[src/rtl/tx_gate_pkg.sv]
package tx_gate_pkg;
  typedef enum logic [1:0] {
    ST_IDLE = 2'd0,
    ST_BUSY = 2'd1,
    ST_GAP  = 2'd2
  } gate_state_e;

  localparam int unsigned GAP_DEFAULT = 12;  // 96 bit times on an 8-bit path
endpackage

[src/rtl/tx_start_cond.sv]
module tx_start_cond #(
  parameter int unsigned LVL_W = 8
) (
  input  logic [LVL_W-1:0] fill_level_i,
  input  logic [LVL_W-1:0] thresh_i,
  input  logic             frame_ready_i,
  output logic             cond_o
);
  logic lvl_ok;

  assign lvl_ok = (fill_level_i >= thresh_i);
  assign cond_o = lvl_ok | frame_ready_i;
endmodule

[src/rtl/tx_gap_timer.sv]
module tx_gap_timer #(
  parameter int unsigned GAP_W = 6
) (
  input  logic             clk_i,
  input  logic             rst_ni,
  input  logic             load_i,
  input  logic [GAP_W-1:0] len_i,
  output logic             busy_o,
  output logic             expire_o
);
  logic [GAP_W-1:0] cnt_q;

  always_ff @(posedge clk_i or negedge rst_ni) begin
    if (!rst_ni) begin
      cnt_q <= '0;
    end else if (load_i) begin
      cnt_q <= len_i;
    end else if (cnt_q != '0) begin
      cnt_q <= cnt_q - GAP_W'(1);
    end
  end

  assign busy_o   = (cnt_q != '0);
  assign expire_o = (cnt_q == GAP_W'(1));

  assert_expire_clears_R7: assert property (@(posedge clk_i) disable iff (!rst_ni)
    (expire_o && !load_i) |=> !busy_o);

  assert_load_starts_R8: assert property (@(posedge clk_i) disable iff (!rst_ni)
    (load_i && len_i != '0) |=> busy_o);
endmodule

[src/rtl/tx_start_seq.sv]
module tx_start_seq
  import tx_gate_pkg::*;
#(
  parameter int unsigned GAP_W = 6
) (
  input  logic             clk_i,
  input  logic             rst_ni,
  input  logic             cond_i,
  input  logic             ten_fell_i,
  input  logic [GAP_W-1:0] gap_len_i,
  input  logic             expire_i,
  output logic             load_o,
  output logic             start_o
);
  gate_state_e state_q, state_d;
  logic        start_q;

  assign load_o = (state_q == ST_BUSY) && ten_fell_i && (gap_len_i != '0);

  always_comb begin
    state_d = state_q;
    unique case (state_q)
      ST_IDLE: if (cond_i) state_d = ST_BUSY;
      ST_BUSY: if (ten_fell_i) state_d = (gap_len_i == '0) ? ST_IDLE : ST_GAP;
      ST_GAP:  if (expire_i) state_d = ST_IDLE;
      default: state_d = ST_IDLE;
    endcase
  end

  always_ff @(posedge clk_i or negedge rst_ni) begin
    if (!rst_ni) begin
      state_q <= ST_IDLE;  // gap treated as elapsed
      start_q <= 1'b0;
    end else begin
      state_q <= state_d;
      start_q <= (state_q == ST_IDLE) && cond_i;
    end
  end

  assign start_o = start_q;

  assert_single_pulse_R5: assert property (@(posedge clk_i) disable iff (!rst_ni)
    start_o |=> !start_o);

  assert_hold_until_fall_R6: assert property (@(posedge clk_i) disable iff (!rst_ni)
    (state_q == ST_BUSY && !ten_fell_i) |=> !start_o);

  assert_start_has_cause_R2: assert property (@(posedge clk_i) disable iff (!rst_ni)
    $rose(start_o) |-> $past(cond_i));
endmodule

[src/rtl/tx_start_gate.sv]
module tx_start_gate
  import tx_gate_pkg::*;
#(
  parameter int unsigned LVL_W = 8,
  parameter int unsigned GAP_W = 6
) (
  input  logic             clk_i,
  input  logic             rst_ni,
  input  logic [LVL_W-1:0] fill_level_i,
  input  logic [LVL_W-1:0] thresh_i,
  input  logic             frame_ready_i,
  input  logic [GAP_W-1:0] gap_len_i,
  input  logic             ten_fell_i,
  output logic             start_o
);
  logic cond;
  logic load;
  logic gap_busy;
  logic gap_expire;

  tx_start_cond #(.LVL_W(LVL_W)) u_cond (
    .fill_level_i (fill_level_i),
    .thresh_i     (thresh_i),
    .frame_ready_i(frame_ready_i),
    .cond_o       (cond)
  );

  tx_gap_timer #(.GAP_W(GAP_W)) u_timer (
    .clk_i   (clk_i),
    .rst_ni  (rst_ni),
    .load_i  (load),
    .len_i   (gap_len_i),
    .busy_o  (gap_busy),
    .expire_o(gap_expire)
  );

  tx_start_seq #(.GAP_W(GAP_W)) u_seq (
    .clk_i     (clk_i),
    .rst_ni    (rst_ni),
    .cond_i    (cond),
    .ten_fell_i(ten_fell_i),
    .gap_len_i (gap_len_i),
    .expire_i  (gap_expire),
    .load_o    (load),
    .start_o   (start_o)
  );

  assert_no_start_in_gap_R7: assert property (@(posedge clk_i) disable iff (!rst_ni)
    gap_busy |=> !start_o);

  assert_no_start_without_cause_R4: assert property (@(posedge clk_i) disable iff (!rst_ni)
    (!cond && !start_o) |=> !start_o);
endmodule

[config.mk]
export PLATFORM = sky130hd
export DESIGN_NAME = tx_start_gate
export DESIGN_NICKNAME = d
export VERILOG_FILES = /design/src/rtl/tx_gate_pkg.sv /design/src/rtl/tx_start_cond.sv /design/src/rtl/tx_gap_timer.sv /design/src/rtl/tx_start_seq.sv /design/src/rtl/tx_start_gate.sv
export SDC_FILE = /design/constraint.sdc
export NUM_CORES = 1
export LEC_CHECK = 0
export ABC_AREA = 1
export BUFFER_PORTS_ARGS = -buffer_cell sky130_fd_sc_hd__buf_2
export CAP_MARGIN = 20
export CORE_MARGIN = 1.5
export CORE_UTILIZATION = 51
export DETAILED_ROUTE_END_ITERATION = 16
export PLACE_DENSITY = 0.79
export SLEW_MARGIN = 20
export SYNTH_ARGS = -nofsm -noshare
export SYNTH_HDL_FRONTEND = slang
export SYNTH_SLANG_ARGS = --single-unit
[constraint.sdc]
create_clock -name clk_i -period 2 [get_ports clk_i]
set_clock_uncertainty 0.05 [all_clocks]
set_input_delay 0.1 -clock clk_i [delete_from_list [all_inputs] [get_ports clk_i]]
set_output_delay 0.1 -clock clk_i [all_outputs]
set_load 0.02 [all_outputs]
==> reports/qor.csv <==
metric,value,unit
pin count of the biggest net entering global routing,12,
outcome,finished clean,
Critical Path RT,2.10,ns
Psw,0.413,mW
Slew headroom,75.1,%
Worst-Margin Slew,0.373,ns
VDD IR-drop max,621,µV
"top cells by count, synth","nand2_1, inv_1, ha_1, nand3_1",
Mapped Area,729,µm²
via count,674,
final core utilization,68.6,%
RSZ-0062 raised after global routing,no,
CP Buf/Inv Count,1,
worst-path maximum fanout,4,
post-DP HPWL,1170,µm
Synth cell types,21,
# placed instances,137,
# DRC,0,
arrival time worst endpoint,1.43,ns
Synth area leaders,"dfrtp_1, ha_1, nand2_1, inv_1, nand3_1",
wire length per cell,9.64,µm
"Avg Cell Area, Syn",7.52,µm²
DRT Pass-1 Iters,4,
"Async S/R FF share, synth",100,%
layout cell share with drive strength beyond 1,28.3,%
PwrDens,1080,nW/µm²
Die Wd,40.8,µm
Post-DRT Antenna Nets,0,
endpoints failing hold,0,
Initial Utilization,55.4,%
Vias/cell,4.75,
max-cap viol count,0,
Crit-path slowest cell,dfrtp_1,
count of final max-slew check failures,0,
P_leak,0.547,nW
"CTS clk-pin slew, worst paths",0.07,ns
clock network fraction of total power,14.9,%
total power,0.978,mW
switching part of the total,42.3,%
clk buf depth,2,
clock latency on the worst-skew pair,0.27,ns
Synth area leader,dfrtp_1,
sequential power share,36.1,%
Crit Path Class,reg -> reg,
GRT Resource Usage Total,20.4,%
first-pass GRT wire length,2190,µm
Synth Register Bits,9,
fin crit period,1.33,ns
fin cells,142,
Layout area overhead,23.8,%
Yosys top cell area share,30.9,%
most common cell in the netlist,nand2_1,
io pins,27,
final setup margin,0.671,ns
Num CTS Buffers,3,
nets@finish,164,
initial DRC count,11,
IO Port Bufs,26,
htree depth,1,
"Period Utilization, post-route",66.5,%
flop-to-flop setup slack,0.67,ns
floorplan row count,13,
post-CTS sizing,0,
Pint,0.564,mW
CP max stage delay,0.40,ns
"Design Area, Final",903,µm²
"Seq/Total Area, Yosys",30.9,%
Logic pwr share,49.1,%
worst hold path type,in -> reg,
hold_ws,0.0134,ns
CP startpoint kind,register,
Die Ht,40.8,µm
post-CTS setup buffer count,0,
Num Clock Sinks,9,
CTS tree,done,
Total Wirelength,1370,µm
gp weighted congestion,0.772,
Critical Path End Type,register,
Setup WS pre-CTS,0.700,ns
"Critical Path, Cell by Cell","inv_1, ha_1, nand2_1, xor2_1, o22ai_2",
Setup-failing EPs final,0,
top cell family by delay on the critical path,flip-flops,
antenna violations before repair,0,
Synth Flop Type,dfrtp_1,
syn_nets,133,
TNS Setup,0,ns
YS warnings,0,
core region area,1320,µm²
Post-synth EDFFs,0,
antenna cells,0,
clock root cell,clkbuf_4,
gr ovfl total,0,
post-synthesis cell count,97,
Die Area,1670,µm²
FMAX,752,MHz
placed cell area,867,µm²
vias in the first global route,562,
[tightest hold or removal path, stage by stage]
cell and delay (ns):
buf_2 0.08, nand2_1 0.05, nand3_1 0.07
[flip-flops by register name (all words and copies together), names as in the netlist]
signal and flops:
u_seq.start_o 1, u_timer.cnt_q 6, u_seq.state_q 2
[power by group through the flow]
stage | combinational (mW) | clock (mW) | sequential (mW)
6_report | 0.480 | 0.145 | 0.352
5_1_grt | 0.550 | 0.161 | 0.364
4_1_cts | 0.487 | 0.149 | 0.353
3_5_place_dp | 0.481 | 0 | 0.357
3_3_place_gp | 0.469 | 0 | 0.353
2_1_floorplan | 0.371 | 0 | 0.355
[layout by cell type (no fill, tap or decap)]
cell           synthesis  layout
xnor2_1                1       1
inv_1                 18      18
buf_2                  0      26
nand3_1               10      10
clkbuf_4               0       3
o21ai_1                1       1
a21oi_1                3       3
nand2_1               22      22
ha_1                  10      10
nor3b_2                1       1
nand3_2                1       1
nand2_2                1       1
xor2_1                 3       3
nor2_1                 9       9
dfrtp_1                9       9
nand4_1                1       1
clkbuf_1               0       1
o22ai_2                1       1
dlygate4sd3_1          0       1
nand3b_1               1       1
o21ai_2                1       1
o21ai_0                1       1
nor2_2                 1       1
inv_2                  1       1
[final cells by class]
| type | count | area (µm²) |
|---|---|---|
| clock buffer | 4 | 26.3 |
| fill | 116 | 414 |
| inverter | 19 | 71.3 |
| multi-input combinational | 68 | 422 |
| sequential | 9 | 225 |
| tap | 15 | 18.8 |
| timing repair buffer | 27 | 140 |
[timing repair]
action | CTS | global route
hold endpoints to repair | 9 | 0
hold buffers | 1 | 0
setup endpoints to repair | 0 | 0
[cells by family after synthesis]
logic type / Yosys count / synth area share (%)
flip-flops: 9 / 30.9
AO/OA/AOI/OAI: 7 / 6.34
adder cells (fa/ha/maj): 10 / 17.2
AND/OR/NAND/NOR: 47 / 29.5
buffers and inverters: 20 / 11.3
XOR/XNOR: 4 / 4.80
[worst paths after layout]
check / start / endpoint / cells after the start
worst max register to register: u_timer.cnt_q[0]$_DFFE_PN0P_ / u_timer.cnt_q[4]$_DFFE_PN0P_ / 5
max in group asynchronous: rst_ni / u_seq.start_o$_DFF_PN0_ / 2
min in group asynchronous: rst_ni / u_timer.cnt_q[1]$_DFFE_PN0P_ / 2
worst min register to register: u_seq.state_q[0]$_DFFE_PN0P_ / u_seq.state_q[0]$_DFFE_PN0P_ / 2
worst min-delay path: gap_len_i[1] / u_timer.cnt_q[1]$_DFFE_PN0P_ / 3
worst max-delay path: u_timer.cnt_q[0]$_DFFE_PN0P_ / u_timer.cnt_q[4]$_DFFE_PN0P_ / 5
[per-layer routing]
layer	GRT usage, %	wire [µm]	up-vias
met5	0	0	-
met4	6.67	19	0
met3	8.15	58	4
met2	34.0	672	13
met1	23.5	620	293
li1	-	-	364
Note: power is estimated with default switching activity, not from simulation.
